### config.mk
export PLATFORM = sky130hd
export DESIGN_NAME = csma_tx_ctrl
export DESIGN_NICKNAME = d
export VERILOG_FILES = /design/src/rtl/csma_pkg.sv /design/src/rtl/csma_gap_track.sv /design/src/rtl/csma_backoff_gen.sv /design/src/rtl/csma_tx_ctrl.sv
export SDC_FILE = /design/constraint.sdc
export NUM_CORES = 1
export LEC_CHECK = 0
export BUFFER_PORTS_ARGS = -buffer_cell sky130_fd_sc_hd__buf_2
export CORE_UTILIZATION = 50
export CTS_BUF_LIST = sky130_fd_sc_hd__clkbuf_16
export DETAILED_ROUTE_END_ITERATION = 7
export GPL_TIMING_DRIVEN = 0
export MAX_ROUTING_LAYER = met4
export PLACE_DENSITY = 0.71
export SYNTH_ARGS = -nofsm -noshare
export SYNTH_HDL_FRONTEND = slang
export SYNTH_HIERARCHICAL = 1
export SYNTH_SLANG_ARGS = --single-unit
### constraint.sdc
create_clock -name clk -period 2.2 [get_ports clk]
set_clock_uncertainty 0.05 [all_clocks]
set_input_delay 0.22 -clock clk [delete_from_list [all_inputs] [get_ports clk]]
set_output_delay 0.22 -clock clk [all_outputs]
set_load 0.1 [all_outputs]
### src/rtl/csma_pkg.sv
package csma_pkg;
    typedef enum logic [2:0] {
        ST_IDLE,
        ST_DEFER,
        ST_XMIT,
        ST_PRE_WAIT,
        ST_JAM,
        ST_BACKOFF,
        ST_DROP
    } tx_state_e;
endpackage

### src/rtl/csma_gap_track.sv
// Counts idle clocks since the medium was last busy, saturating at the gap.
module csma_gap_track #(
    parameter int IFG_CLKS = 96
) (
    input  logic clk,
    input  logic rst_n,
    input  logic busy,
    output logic gap_ok
);
    localparam int CW = $clog2(IFG_CLKS + 1);

    logic [CW-1:0] idle_cnt;

    always_ff @(posedge clk or negedge rst_n) begin
        if (!rst_n) begin
            idle_cnt <= CW'(IFG_CLKS);
        end else if (busy) begin
            idle_cnt <= '0;
        end else if (idle_cnt != CW'(IFG_CLKS)) begin
            idle_cnt <= idle_cnt + 1'b1;
        end
    end

    assign gap_ok = (idle_cnt == CW'(IFG_CLKS));
endmodule

### src/rtl/csma_backoff_gen.sv
// Free-running LFSR and truncated exponential slot window.
module csma_backoff_gen #(
    parameter int          CAP       = 10,
    parameter int          ATT_W     = 5,
    parameter int          SLOT_CLKS = 512,
    parameter int          BO_W      = 19,
    parameter logic [15:0] SEED      = 16'hACE1
) (
    input  logic             clk,
    input  logic             rst_n,
    input  logic [ATT_W-1:0] coll_n,
    output logic [BO_W-1:0]  wait_clks
);
    logic [15:0]    lfsr_q;
    logic [CAP-1:0] win_mask;
    logic [CAP-1:0] slots;

    always_ff @(posedge clk or negedge rst_n) begin
        if (!rst_n) begin
            lfsr_q <= SEED;
        end else begin
            lfsr_q <= {lfsr_q[14:0], lfsr_q[15] ^ lfsr_q[13] ^ lfsr_q[12] ^ lfsr_q[10]};
        end
    end

    for (genvar i = 0; i < CAP; i++) begin : g_mask
        assign win_mask[i] = (int'(coll_n) > i);
    end

    assign slots     = lfsr_q[CAP-1:0] & win_mask;
    assign wait_clks = BO_W'(slots) * BO_W'(SLOT_CLKS);
endmodule

### src/rtl/csma_tx_ctrl.sv
module csma_tx_ctrl #(
    parameter int          CLKS_PER_BIT = 1,
    parameter int          IFG_BITS     = 96,
    parameter int          JAM_BITS     = 32,
    parameter int          SLOT_BITS    = 512,
    parameter int          MAX_ATTEMPTS = 16,
    parameter int          BACKOFF_CAP  = 10,
    parameter logic [15:0] LFSR_SEED    = 16'hACE1,
    localparam int         ATT_W        = $clog2(MAX_ATTEMPTS + 1)
) (
    input  logic                clk,
    input  logic                rst_n,
    input  logic                full_duplex,
    input  logic                tx_req,
    input  logic                crs,
    input  logic                col,
    input  logic                in_preamble,
    input  logic                frame_done,
    input  logic [JAM_BITS-1:0] jam_pattern,
    output logic                tx_go,
    output logic                tx_jam,
    output logic                jam_bit,
    output logic                tx_abort,
    output logic                excess_col,
    output logic [ATT_W-1:0]    attempt_cnt
);
    import csma_pkg::*;

    localparam int IFG_CLKS  = IFG_BITS * CLKS_PER_BIT;
    localparam int SLOT_CLKS = SLOT_BITS * CLKS_PER_BIT;
    localparam int MAX_SLOTS = (1 << BACKOFF_CAP) - 1;
    localparam int BO_W      = $clog2(MAX_SLOTS * SLOT_CLKS + 1);
    localparam int JIDX_W    = $clog2(JAM_BITS);
    localparam int SUB_W     = $clog2(CLKS_PER_BIT + 1);

    tx_state_e         state_q, state_d;
    logic              half_dx;
    logic              busy;
    logic              gap_ok;
    logic [JIDX_W-1:0] jam_idx;
    logic [SUB_W-1:0]  jam_sub;
    logic              jam_last;
    logic [ATT_W-1:0]  att_q;
    logic [ATT_W-1:0]  att_next;
    logic              at_max;
    logic [BO_W-1:0]   bo_tmr;
    logic [BO_W-1:0]   bo_load;
    logic              abort_q;
    logic              excess_q;

    assign half_dx  = !full_duplex;
    assign att_next = att_q + 1'b1;
    assign at_max   = (att_next == ATT_W'(MAX_ATTEMPTS));
    assign jam_last = (jam_idx == JIDX_W'(JAM_BITS - 1)) &&
                      (jam_sub == SUB_W'(CLKS_PER_BIT - 1));
    assign busy     = (half_dx && crs) || (state_q == ST_XMIT) ||
                      (state_q == ST_PRE_WAIT) || (state_q == ST_JAM);

    csma_gap_track #(
        .IFG_CLKS(IFG_CLKS)
    ) u_gap (
        .clk   (clk),
        .rst_n (rst_n),
        .busy  (busy),
        .gap_ok(gap_ok)
    );

    csma_backoff_gen #(
        .CAP      (BACKOFF_CAP),
        .ATT_W    (ATT_W),
        .SLOT_CLKS(SLOT_CLKS),
        .BO_W     (BO_W),
        .SEED     (LFSR_SEED)
    ) u_bo (
        .clk      (clk),
        .rst_n    (rst_n),
        .coll_n   (att_next),
        .wait_clks(bo_load)
    );

    // state register
    always_ff @(posedge clk or negedge rst_n) begin
        if (!rst_n) state_q <= ST_IDLE;
        else        state_q <= state_d;
    end

    // next-state logic
    always_comb begin
        state_d = state_q;
        unique case (state_q)
            ST_IDLE:     if (tx_req) state_d = ST_DEFER;
            ST_DEFER: begin
                if (!tx_req)                             state_d = ST_IDLE;
                else if (gap_ok && !(half_dx && crs))    state_d = ST_XMIT;
            end
            ST_XMIT: begin
                if (half_dx && col) state_d = in_preamble ? ST_PRE_WAIT : ST_JAM;
                else if (frame_done) state_d = ST_IDLE;
            end
            ST_PRE_WAIT: if (!in_preamble) state_d = ST_JAM;
            ST_JAM:      if (jam_last) state_d = at_max ? ST_DROP : ST_BACKOFF;
            ST_BACKOFF:  if (bo_tmr == '0) state_d = ST_DEFER;
            ST_DROP:     if (!tx_req) state_d = ST_IDLE;
            default:     state_d = ST_IDLE;
        endcase
    end

    // jam bit position
    always_ff @(posedge clk or negedge rst_n) begin
        if (!rst_n) begin
            jam_idx <= '0;
            jam_sub <= '0;
        end else if (state_q != ST_JAM) begin
            jam_idx <= '0;
            jam_sub <= '0;
        end else if (jam_sub == SUB_W'(CLKS_PER_BIT - 1)) begin
            jam_sub <= '0;
            jam_idx <= jam_idx + 1'b1;
        end else begin
            jam_sub <= jam_sub + 1'b1;
        end
    end

    // attempt bookkeeping, backoff timer, drop status
    always_ff @(posedge clk or negedge rst_n) begin
        if (!rst_n) begin
            att_q    <= '0;
            excess_q <= 1'b0;
            abort_q  <= 1'b0;
            bo_tmr   <= '0;
        end else begin
            abort_q <= (state_q == ST_JAM) && jam_last && at_max;
            if (state_q == ST_IDLE && tx_req) begin
                att_q    <= '0;
                excess_q <= 1'b0;
            end else if (state_q == ST_JAM && jam_last) begin
                att_q <= att_next;
                if (at_max) excess_q <= 1'b1;
            end
            if (state_q == ST_JAM && jam_last) begin
                bo_tmr <= bo_load;
            end else if (state_q == ST_BACKOFF && bo_tmr != '0) begin
                bo_tmr <= bo_tmr - 1'b1;
            end
        end
    end

    // outputs
    always_comb begin
        tx_go       = (state_q == ST_XMIT) || (state_q == ST_PRE_WAIT);
        tx_jam      = (state_q == ST_JAM);
        jam_bit     = (state_q == ST_JAM) ? jam_pattern[jam_idx] : 1'b0;
        tx_abort    = abort_q;
        excess_col  = excess_q;
        attempt_cnt = att_q;
    end
endmodule

* Word level (Yosys, flattened, before mapping)
Cells that the tools add are included.
Word-level totals: flip-flop bits (word level) 58, bits in latches 0, memory bits (writable) 0, memory bits (read-only) 0, bits of input ports 40, output and inout bits 10, logic and storage cells 100, memories kept 0
Operators by class: $add $sub $neg 5, $mul 0, divide/modulo/power cells 0, magnitude comparators 11, equal/unequal tests 19, shift-type cells 0, multiplexer cells 28, bitwise gates (word level) 5, reductions and logical operators 23
Operators with widths (count):
- $mux W19 | 2
- $mux W3 | 10
- $pmux W3 S7 | 1
- $gt A5 B3 Y1 const B | 4
- $mux W5 | 4
- $logic_not A19 Y1 | 1
- $reduce_bool A19 Y1 | 1
- $sub A19 B1 Y19 const B | 1
- $mux W7 | 2
- $add A5 B1 Y5 const B | 2
- $and A10 B10 Y10 | 1
- $eq A5 B5 Y1 const B | 2
- $gt A5 B1 Y1 const B | 2
- $gt A5 B2 Y1 const B | 2
- $gt A5 B4 Y1 const B | 2
- $eq A3 B3 Y1 const B | 3
- $ne A3 B3 Y1 const B | 3
- $logic_and A1 B1 Y1 | 8
- $ne A2 B2 Y1 const B | 4
- $reduce_bool A2 Y1 | 4
- $add A7 B1 Y7 const B | 1
- $eq A7 B7 Y1 const B | 1
- $mux W1 | 7
- $ne A7 B7 Y1 const B | 1
- 14 further kinds | 22

* Depth between registers and ports, before layout
Gate-level depths: netlist (run 1).
depth in word-level cells 7, depth in mapped cells 9, gate-level depth less buffers 8

* Hierarchy
Netlist (run 1), hierarchy kept.
By module, submodules not included:
- csma_tx_ctrl | times used 1, cells each 238, area each 2296.0 um^2, seq. area each 850.8 um^2
- csma_backoff_gen | times used 1, cells each 49, area each 628.1 um^2, seq. area each 410.4 um^2
- csma_gap_track | times used 1, cells each 36, area each 392.9 um^2, seq. area each 177.7 um^2

* Worst setup path after synthesis (run 1)
No wires, ideal clock.
kind flip-flop to output port, from reg jam_idx[0], to out jam_bit, data arrival time 3227 ps, data required time 1930 ps, setup slack -1297 ps, cell stages (with the launch flop) 7, buffers on the path 1, path through dfrtp_1 buf_2 mux4_2 mux2i_1 mux2i_1 o21ai_0 nor3_1
Between the ends: word-level cells in the longest chain between the ends 3
Ends and longest elaborated chain:
- from (decl) | line csma_tx_ctrl.sv:40 | logic [JIDX_W-1:0] jam_idx;
- from (signal assigned) | line csma_tx_ctrl.sv:118 | jam_idx <= jam_idx + 1'b1;
- $bmux W1 S5 | line csma_tx_ctrl.sv:152 | jam_bit = (state_q == ST_JAM) ? jam_pattern[jam_idx] : 1'b0;
- $mux W1 (not written as such) | line csma_tx_ctrl.sv:152
- $mux W1 | line csma_tx_ctrl.sv:152
- to (decl) | line csma_tx_ctrl.sv:22 | output logic jam_bit,
No other way between the ends. The select of a mux whose other input is x is not followed.

* Final worst setup path (run 1)
Ends and elaborated chain as after synthesis.

==> impl_metrics.yaml, run 1 <==
synth:
  synth_seq_area_share: 0.4338
  syn-instance-count: 323
  post_synth_num_cell_types: 58
  yosysTopAreaCell: "dfrtp_1"
  synth-async-reset-ratio: 1.000
  synth-edff-count: 0
  synth.avg_cell_area_um2: 10.27
  yosysWarningCount: 6
  synth.top_cell.area_share: 0.3546
  yosys-top-cells-area: "dfrtp_1 (35%), dfstp_2 (7.9%), mux4_2 (5.4%)"
  postSynthRegisterBits: 57
  synth-main-ff-cell: "dfrtp_1"
  netlist_area_um2: 3317
drt:
  drc_errors: 0
  via_count: 2705
  route.final.wire_length_mm: 7.369
  detail-route-antenna-nets: 0
  dr.first_iter.drc_count: 124
  firstDrtPassIters: 4
  drt-wirelength-per-cell_um: 15.23
  viasPerCell: 5.589
sta:
  setup_viol_count_final: 1
  slew-limit-headroom: 0.2438
  fmaxAchievable_mhz: 422.0
  setup_ws_ns: -0.1698
  worst_slew_pin_slew_ns: 1.119
  rsz0062_at_grt: "true"
  min_period_ns: 2.370
  report.final.slew_viol_count: 0
  fin_crit_sh: 1.077
  final_hold_viol_count: 0
  setup_total_negative_slack_ns: -0.1698
floorplanning:
  io-pin-count: 50
  die-width_um: 83.45
  fp.coreArea_um2: 6386
  start_util: 0.5194
  dieArea_um2: 6964
  vert_die_dim_um: 83.45
  floorplan.rows: 29
power:
  sequentialPowerShare: 0.296
  power.net_switching_w: 0.002168
  leakage_nw: 1.866
  comb_power_share: 0.453
  power.clock.fraction: 0.251
  irDropWorstVdd_v: 0.0009714
  p_sw_frac: 0.4185
  power-per-cell-area_nw_per_um2: 1240
  int_power_w: 0.003013
min_path:
  hp-class: "input port to flip-flop"
global_route:
  first_global_vias: 2509
  grt_antenna_before_repair: 0
  grt_pass1_wl_mm: 12.02
  grt_usage: 0.2236
  gr-total-overflow: 0
  grt_start_max_net_pins: 58
cells_and_area:
  nNetsFinal: 448
  num_antenna_cells: 0
  synthToLayoutAreaGrowth_pct: 25.95
  final_layout_fill_cell_count: 528
  final_core_utilization: 0.6542
  fraction_of_layout_instances_using_a_drive_strength_above_1: 0.3514
flow_run:
  max_cap_violations: 0
critical_path:
  setup.worst_path.end_class: "output port"
  setup.worst_path.class: "flip-flop to output port"
  critical_path_required_ns: 1.93
  start_kind: "flip-flop"
  cp_data_arrival_time_ns: 2.10
  critPathMaxFanout: 5
clocking:
  tritoncts.num_buffers: 9
  worstSkewPairLatency_ns: 0.32
  ctsRootBufferMaster: "clkbuf_16"
  clkSlewWorstSetupHoldPaths_ns: 0.05
  clock_tree.buffer_depth: 2
  cts_tree: "built"
  htree_num_levels: 3
  clock_sink_count: 57
placed_design:
  place_hpwl_mm: 4.924
  portBuffers: 49
  globalplace.congestion: 0.8161
outcome:
  violated_checks: "negative setup slack"
  status: "complete, but fails checks"
synth_stat cells (6+ instances only):
cell and count:
buf_4 10, nor3_1 8, ha_1 6, nand2_1 19, nor2b_1 6, xor2_1 15
a21oi_1 15, dfstp_2 10, or3_1 9, nor2_1 28, nand3_1 15, dfrtp_1 47
o21ai_0 18, buf_2 6, xnor2_1 8, mux2i_1 6, inv_1 8, mux4_2 8
per-layer routing:
| layer | routed length (um) | up-vias | global-route usage |
|---|---|---|---|
| met5 | 0 | - | - |
| met3 | 281 | 8 | 0.06034 |
| li1 | - | 1323 | - |
| met4 | 87 | 0 | 0.06163 |
| met1 | 3409 | 1309 | 0.2953 |
| met2 | 3591 | 65 | 0.3435 |
metrics by stage:
stage	instances	worst slack, ns	instance area [um^2]	power [W]	hold slack [ns]
final	484	-0.1698	4178	0.005181	0.2355
after global placement	457	-0.1567	3711	0.003577	0.2836
after floorplan	331	-0.09007	3369	0.003196	-0.1256
after detailed placement	457	-0.1956	3711	0.003628	0.2965
after global routing	484	-0.2558	4178	0.005480	0.2661
after CTS	478	-0.1826	4084	0.005101	0.1663
what timing repair did:
item | 4_1_cts | 5_1_grt
resized for setup | 16 | 21
pin swaps | 6 | 3
setup buffers | 5 | 4
setup endpoints to repair | 8 | 24
hold buffers | 0 | 1
hold endpoints to repair | 0 | 47
cloned | 1 | 1
path summary, 6_finish.rpt:
check                           startpoint         endpoint  slack [ns]  cells past startpoint
setup / recovery                jam_idx[0]          jam_bit       -0.17                      6
hold / removal                 in_preamble       state_q[0]        0.24                      3
setup reg to reg                jam_idx[0]       state_q[1]        0.02                      7
hold reg to reg            u_bo/lfsr_q[14]  u_bo/lfsr_q[15]        0.30                      0
max in group asynchronous            rst_n   attempt_cnt[1]        1.16                      2
min in group asynchronous            rst_n   attempt_cnt[4]        0.45                      2
power groups by stage:
| stage | Clock, W | Sequential, W | Combinational (W) |
|---|---|---|---|
| floorplan | 0 | 0.00178 | 0.00141 |
| global placement | 0 | 0.00152 | 0.00205 |
| detailed placement | 0 | 0.00154 | 0.00209 |
| CTS | 0.00133 | 0.00153 | 0.00225 |
| global route | 0.00138 | 0.00157 | 0.00253 |
| finish | 0.00130 | 0.00154 | 0.00234 |
cell families (layout without fill, tap and decap cells):
family	Yosys count	after routing	share of synthesized area
muxes	17	17	0.08261
DFF	57	57	0.4338
AOI/OAI and AO/OA	66	67	0.1313
other	1	9	0.001131
buffers and inverters	30	105	0.04753
xor gates and xnor gates	23	23	0.06073
adders and majority gates	6	6	0.02263
and+or+nand+nor	123	123	0.2203
final cells by class:
type	instances	area, um^2	share of cell area
tap	77	96.34	0.02306
timing repair buffer	60	347.8	0.08326
multi-input combinational	245	1837	0.4397
clock inverter	7	55.05	0.01318
clock buffer	9	225.2	0.05391
buffer	21	141.4	0.03384
inverter	8	33.78	0.008086
sequential	57	1441	0.3450
flip-flops by register name, indices dropped and copies added (netlist names):
signal          cells
bo_tmr             19
u_bo/lfsr_q        16
u_gap/idle_cnt      7
attempt_cnt         5
jam_idx             5
state_q             3
excess_col          1
tx_abort            1
cells in the final DEF, fill, tap and decap left out, types with 7 or more instances in the layout:
cell       Yosys  layout
nor3_1         8       7
dfrtp_1       47      45
nand2_1       19      17
o21ai_0       18      17
buf_2          6      51
nand3_1       15      15
nor2_1        28      28
buf_4         10      20
xor2_1        15      15
conb_1         1       9
mux4_2         8       8
or3_1          9       8
a21oi_1       15      15
clkbuf_16      0       9
xnor2_1        8       7
dfstp_2       10      10
critical path: stages (launching register included):
cell and delay, ns:
dfrtp_1 0.39, buf_6 0.15, mux4_2 0.50, mux2_4 0.30, nor3b_4 0.20, nor3_4 0.06, buf_12 0.17
Note: power is estimated with default switching activity, not from simulation.
==> run 2, diff against run 1 <==
--- a/config.mk
+++ b/config.mk
@@ -6,12 +6,14 @@
 export NUM_CORES = 1
 export LEC_CHECK = 0
 export BUFFER_PORTS_ARGS = -buffer_cell sky130_fd_sc_hd__buf_2
-export CORE_UTILIZATION = 50
+export CELL_PAD_IN_SITES_DETAIL_PLACEMENT = 1
+export CELL_PAD_IN_SITES_GLOBAL_PLACEMENT = 2
+export CORE_UTILIZATION = 39
 export CTS_BUF_LIST = sky130_fd_sc_hd__clkbuf_16
 export DETAILED_ROUTE_END_ITERATION = 7
 export GPL_TIMING_DRIVEN = 0
 export MAX_ROUTING_LAYER = met4
-export PLACE_DENSITY = 0.71
+export PLACE_DENSITY = 0.82
 export SYNTH_ARGS = -nofsm -noshare
 export SYNTH_HDL_FRONTEND = slang
 export SYNTH_HIERARCHICAL = 1
==> constraint.sdc (replaced) <==
create_clock -name clk -period 3.05 [get_ports clk]
set_clock_uncertainty 0.05 [all_clocks]
set_input_delay 0.305 -clock clk [delete_from_list [all_inputs] [get_ports clk]]
set_output_delay 0.305 -clock clk [all_outputs]
set_load 0.1 [all_outputs]
==> run 2 against run 1 <==
The flow finishes with violations (negative hold slack). Total power shrank 31%. Register-to-register slack gained 0.70 ns. Worst hold slack lost 0.26 ns. Critical path depth is the same. Cell count grew 3.5%. Clock-buffer cell count is the same. Global-route usage shrank 2.0 points. Critical path type unchanged. Critical endpoint unchanged.
==> impl_metrics.yaml, run 2 (synthesized netlist as in run 1, its figures left out) <==
cells_and_area:
  synthToLayoutAreaGrowth_pct: 20.90
  nNetsFinal: 437
  fraction_of_layout_instances_using_a_drive_strength_above_1: 0.2904
  final-seq-area_um2: 1439
  highest_count_cells_in_the_layout_ignoring_fill_and_taps: "buf_2 (54), dfrtp_1 (47), nor2_1 (28)"
  largest_register_ff_count: 19
  final_layout_fill_cell_count: 959
  footprint_of_the_multi_input_gates_um2: 1755
  num_antenna_cells: 0
  most_common_library_cell_in_the_layout_ignoring_fill_and_taps: "buf_2"
  largest_registers: "bo_tmr x19, u_bo/lfsr_q x16, u_gap/idle_cnt x7"
  max_flop_register: "bo_tmr"
  layout.cell_area.non_filler_um2: 4010
clocking:
  cts_setup_buffers: 0
  htree_num_levels: 3
  ctsRootBufferMaster: "clkbuf_16"
  cts_tree: "built"
  clock_tree.buffer_depth: 2
  cts_stage_hold_buffer_count: 0
  tritoncts.num_buffers: 9
  clock_sink_count: 57
  post_cts_resized: 0
  worstSkewPairLatency_ns: 0.33
  clkSlewWorstSetupHoldPaths_ns: 0.06
critical_path:
  reg2reg_setup_slack_ns: 0.72
  setup.worst_path.class: "flip-flop to output port"
  setup.worst_path.end_class: "output port"
  r2r_start: "u_gap/idle_cnt[0]"
  worstSetupEndpoint: "jam_bit"
  critPathMaxFanout: 10
  critical_path_required_ns: 2.69
  cp_data_arrival_time_ns: 2.38
  worst_r2r_endpoint: "state_q[1]"
  start_kind: "flip-flop"
  reg2regPathDepth: 8
  crit_path_start: "jam_idx[0]"
global_route:
  grt_start_max_net_pins: 58
  first_global_vias: 2802
  grt_pass1_wl_mm: 13.55
  grt_usage: 0.2032
  grt_antenna_before_repair: 0
  gr-total-overflow: 0
placed_design:
  place_area_um2: 3729
  place_hpwl_mm: 5.767
  portBuffers: 49
  globalplace.congestion: 0.7817
sta:
  fin_crit_sh: 0.8983
  worst_slew_pin_slew_ns: 1.107
  report.final.slew_viol_count: 0
  rsz0062_at_grt: "false"
  min_period_ns: 2.740
  setup_viol_count_final: 0
  setup_total_negative_slack_ns: 0
  fmaxAchievable_mhz: 365.0
  final_hold_viol_count: 11
  hold_slack_ns: -0.02280
  slew-limit-headroom: 0.2519
floorplanning:
  start_util: 0.4037
  fp.coreArea_um2: 8217
  vert_die_dim_um: 94.22
  dieArea_um2: 8877
  floorplan.rows: 33
  die-width_um: 94.22
  io-pin-count: 50
drt:
  firstDrtPassIters: 4
  viasPerCell: 5.361
  drc_errors: 0
  dr.first_iter.drc_count: 117
  detail-route-antenna-nets: 0
  route.final.wire_length_mm: 7.985
  via_count: 2686
  drt-wirelength-per-cell_um: 15.94
min_path:
  hp-class: "input port to asynchronous set/reset pin"
flow_run:
  max_cap_violations: 0
outcome:
  violated_checks: "negative hold slack"
  status: "complete, but fails checks"
power:
  irDropWorstVdd_v: 0.0003190
  leakage_nw: 1.765
  power_w: 0.003549
  power-per-cell-area_nw_per_um2: 885.0
run 2: changes by cell type in the layout (fill, tap and decap cells not counted), sizes merged:
cell         change
inv              +1
clkinv           -2
clkinvlp         +2
bufinv           -1
dlygate4sd3      -1
o211ai           -1
buf              -9
run 2: worst max-delay path, cell delays in order (launching register included):
cell     delay (ns)
dfrtp_1        0.35
buf_2          0.30
mux4_2         0.54
mux2_2         0.28
nor3b_1        0.23
nor3_2         0.05
buf_2          0.30
run 2: worst min-delay path by stage:
stage	startpoint	to	slack (ns)	depth (start not counted)
finish	rst_n	attempt_cnt[4]	-0.02	1
global route	rst_n	excess_col	0.04	1
CTS	rst_n	attempt_cnt[4]	0.26	1
detailed placement	u_bo/lfsr_q[4]	u_bo/lfsr_q[5]	0.31	0
global placement	u_bo/lfsr_q[14]	u_bo/lfsr_q[15]	0.29	0
floorplan	rst_n	attempt_cnt[0]	-0.04	0
run 2: per-layer routing:
| metal | global-route usage | vias up | part of all wire |
|---|---|---|---|
| li1 | - | 1296 | - |
| met1 | 0.2587 | 1346 | 0.47 |
| met2 | 0.3213 | 35 | 0.49 |
| met3 | 0.03964 | 9 | 0.028 |
| met4 | 0.07308 | 0 | 0.014 |
| met5 | - | - | 0 |
run 2: area by class of cell:
type / count / share of cell area
flip-flops and latches: 57 / 0.3588
well taps: 105 / 0.03276
clock inverters: 7 / 0.01342
plain buffers: 22 / 0.03183
clock buffers: 9 / 0.05616
repair buffers: 49 / 0.06178
inverters: 8 / 0.007488
multi-input cells: 244 / 0.4378
run 2: power by group:
| part | internal, W | switching [W] | leakage, nW |
|---|---|---|---|
| clock | 0.000554 | 0.000385 | 0.128 |
| combinational | 0.000523 | 0.000989 | 0.921 |
| sequential | 0.000915 | 0.000183 | 0.715 |
| total | 0.00199 | 0.00156 | 1.76 |
run 2: stage by stage:
| stage | setup slack [ns] | utilization | hold WS, ns | instances |
|---|---|---|---|---|
| floorplan | 0.3103 | - | -0.04059 | 331 |
| global route | 0.2028 | 0.4880 | 0.04379 | 501 |
| detailed placement | 0.6426 | 0.4538 | 0.3050 | 485 |
| global placement | 0.6738 | 0.4538 | 0.2863 | 485 |
| finish | 0.3101 | 0.4880 | -0.02280 | 501 |
| CTS | 0.2750 | 0.4877 | 0.2597 | 501 |
==> run 3, diff against run 2 <==
--- a/config.mk
+++ b/config.mk
@@ -5,7 +5,7 @@
 export SDC_FILE = /design/constraint.sdc
 export NUM_CORES = 1
 export LEC_CHECK = 0
-export BUFFER_PORTS_ARGS = -buffer_cell sky130_fd_sc_hd__buf_2
+export BUFFER_PORTS_ARGS = -buffer_cell sky130_fd_sc_hd__clkbuf_2
 export CELL_PAD_IN_SITES_DETAIL_PLACEMENT = 1
 export CELL_PAD_IN_SITES_GLOBAL_PLACEMENT = 2
 export CORE_UTILIZATION = 39
==> run 3 against run 2 <==
The run now ends clean. Via count is 0.67% higher. Setup slack worse by 0.092 ns. Clock-buffer cell count did not move. Cell count stayed put. Sequential share of layout area stayed put. Utilization stayed put. Non-clock buffer count stayed put. Global-route usage increased by 0.75 points. Combinational power is essentially flat. Cell area unchanged. Critical endpoint unchanged. Largest power group unchanged.
==> impl_metrics.yaml, run 3 (synthesized netlist as in run 1, its figures left out) <==
outcome:
  status: "finished, final reports clean"
critical_path:
  critPathMaxFanout: 10
  worst_r2r_endpoint: "bo_tmr[18]"
  cp_data_arrival_time_ns: 2.48
  r2r_start: "jam_idx[2]"
  reg2reg_setup_slack_ns: 0.70
  critical_path_required_ns: 2.69
  start_kind: "flip-flop"
  setup.worst_path.class: "flip-flop to output port"
  reg2regPathDepth: 7
  setup.worst_path.end_class: "output port"
cells_and_area:
  synthToLayoutAreaGrowth_pct: 20.90
  largest_register_ff_count: 19
  highest_count_cells_in_the_layout_ignoring_fill_and_taps: "clkbuf_2 (48), dfrtp_1 (47), nor2_1 (28)"
  num_antenna_cells: 0
  largest_registers: "bo_tmr x19, u_bo/lfsr_q x16, u_gap/idle_cnt x7"
  most_common_library_cell_in_the_layout_ignoring_fill_and_taps: "clkbuf_2"
  max_flop_register: "bo_tmr"
  final_layout_fill_cell_count: 967
  fraction_of_layout_instances_using_a_drive_strength_above_1: 0.2904
  nNetsFinal: 437
placed_design:
  globalplace.congestion: 0.7852
  portBuffers: 49
  place_hpwl_mm: 5.945
floorplanning:
  io-pin-count: 50
  start_util: 0.4037
  die-width_um: 94.22
  vert_die_dim_um: 94.22
  floorplan.rows: 33
  fp.coreArea_um2: 8217
  dieArea_um2: 8877
power:
  p_sw_frac: 0.4411
  sequentialPowerShare: 0.308
  power.net_switching_w: 0.001570
  irDropWorstVdd_v: 0.0003480
  comb_power_share: 0.430
  power.clock.fraction: 0.262
  leakage_nw: 1.770
  int_power_w: 0.001989
  power-per-cell-area_nw_per_um2: 887.6
clocking:
  htree_num_levels: 3
  tritoncts.num_buffers: 9
  cts_setup_buffers: 0
  clock_sink_count: 57
  cts_stage_hold_buffer_count: 0
  ctsRootBufferMaster: "clkbuf_16"
  post_cts_resized: 0
  worstSkewPairLatency_ns: 0.33
  cts_tree: "built"
  clock_tree.buffer_depth: 2
  clkSlewWorstSetupHoldPaths_ns: 0.06
drt:
  drc_errors: 0
  viasPerCell: 5.397
  dr.first_iter.drc_count: 96
  via_count: 2704
  route.final.wire_length_mm: 8.184
  drt-wirelength-per-cell_um: 16.34
  detail-route-antenna-nets: 0
  firstDrtPassIters: 4
global_route:
  grt_pass1_wl_mm: 13.92
  use_met1: 0.2632
  gr-total-overflow: 0
  grt_antenna_before_repair: 0
  grt_start_max_net_pins: 58
  first_global_vias: 2905
  busiest_layer: "met2"
  grt_usage: 0.2107
  met2_resource_use_gr: 0.3400
  met3_usage: 0.03155
sta:
  rsz0062_at_grt: "false"
  setup_viol_count_final: 0
  fin_crit_sh: 0.9284
  hold_slack_ns: 0.02504
  min_period_ns: 2.832
  fmaxAchievable_mhz: 353.2
  final_hold_viol_count: 0
  setup_total_negative_slack_ns: 0
  report.final.slew_viol_count: 0
  slew-limit-headroom: 0.3207
  worst_slew_pin_slew_ns: 1.005
flow_run:
  max_cap_violations: 0
min_path:
  hp-class: "input port to asynchronous set/reset pin"
## run 3: cell count changes in the layout (fill, tap and decap cells not counted)
cell	delta
buf_2	-48
clkbuf_2	+48
clkbuf_4	+1
buf_4	-1
## run 3: how the worst max path moves through the flow
| stage | startpoint | end | slack [ns] | cells past startpoint |
|---|---|---|---|---|
| floorplan | jam_idx[0] | jam_bit | 0.31 | 6 |
| global placement | jam_idx[0] | jam_bit | 0.59 | 6 |
| detailed placement | jam_idx[0] | jam_bit | 0.55 | 6 |
| CTS | jam_idx[0] | jam_bit | 0.19 | 6 |
| global route | jam_idx[0] | jam_bit | 0.12 | 6 |
| finish | jam_idx[0] | jam_bit | 0.22 | 6 |
## run 3: area by class of cell
cell class	count	area, um^2	area share
Tap cell	105	131.4	0.03276
Multi-Input combinational cell	244	1755	0.4378
Timing Repair Buffer	49	247.7	0.06178
Clock buffer	9	225.2	0.05616
Buffer	22	127.6	0.03183
Inverter	8	30.03	0.007488
Sequential cell	57	1439	0.3588
Clock inverter	7	53.80	0.01342
## run 3: power groups by stage
stage	clock [W]	combinational (W)	sequential [W]
3_3_place_gp	0	0.00149	0.00110
2_1_floorplan	0	0.00100	0.00128
5_1_grt	0.000984	0.00168	0.00113
4_1_cts	0.000952	0.00154	0.00110
3_5_place_dp	0	0.00152	0.00111
6_report	0.000931	0.00153	0.00110
## run 3: worst max-delay path, stage by stage (launching register included)
cell and delay, ns:
dfrtp_1 0.35, buf_2 0.30, mux4_2 0.55, mux2_2 0.29, nor3b_1 0.23, nor3_2 0.05, clkbuf_2 0.38
## run 3: layer usage
layer / part of all wire / up-vias
met2: 0.50 / 42
met3: 0.028 / 9
li1: - / 1299
met1: 0.46 / 1354
met5: 0 / -
met4: 0.017 / 0
## run 3: through the flow
stage	total power, W	util	cells	cell area, um^2	setup slack [ns]
2_1_floorplan	0.002285	-	331	3352	0.3103
3_3_place_gp	0.002591	0.4538	485	3729	0.5931
3_5_place_dp	0.002633	0.4541	485	3731	0.5470
4_1_cts	0.003593	0.4880	501	4010	0.1913
5_1_grt	0.003791	0.4880	501	4010	0.1206
6_report	0.003559	0.4880	501	4010	0.2184
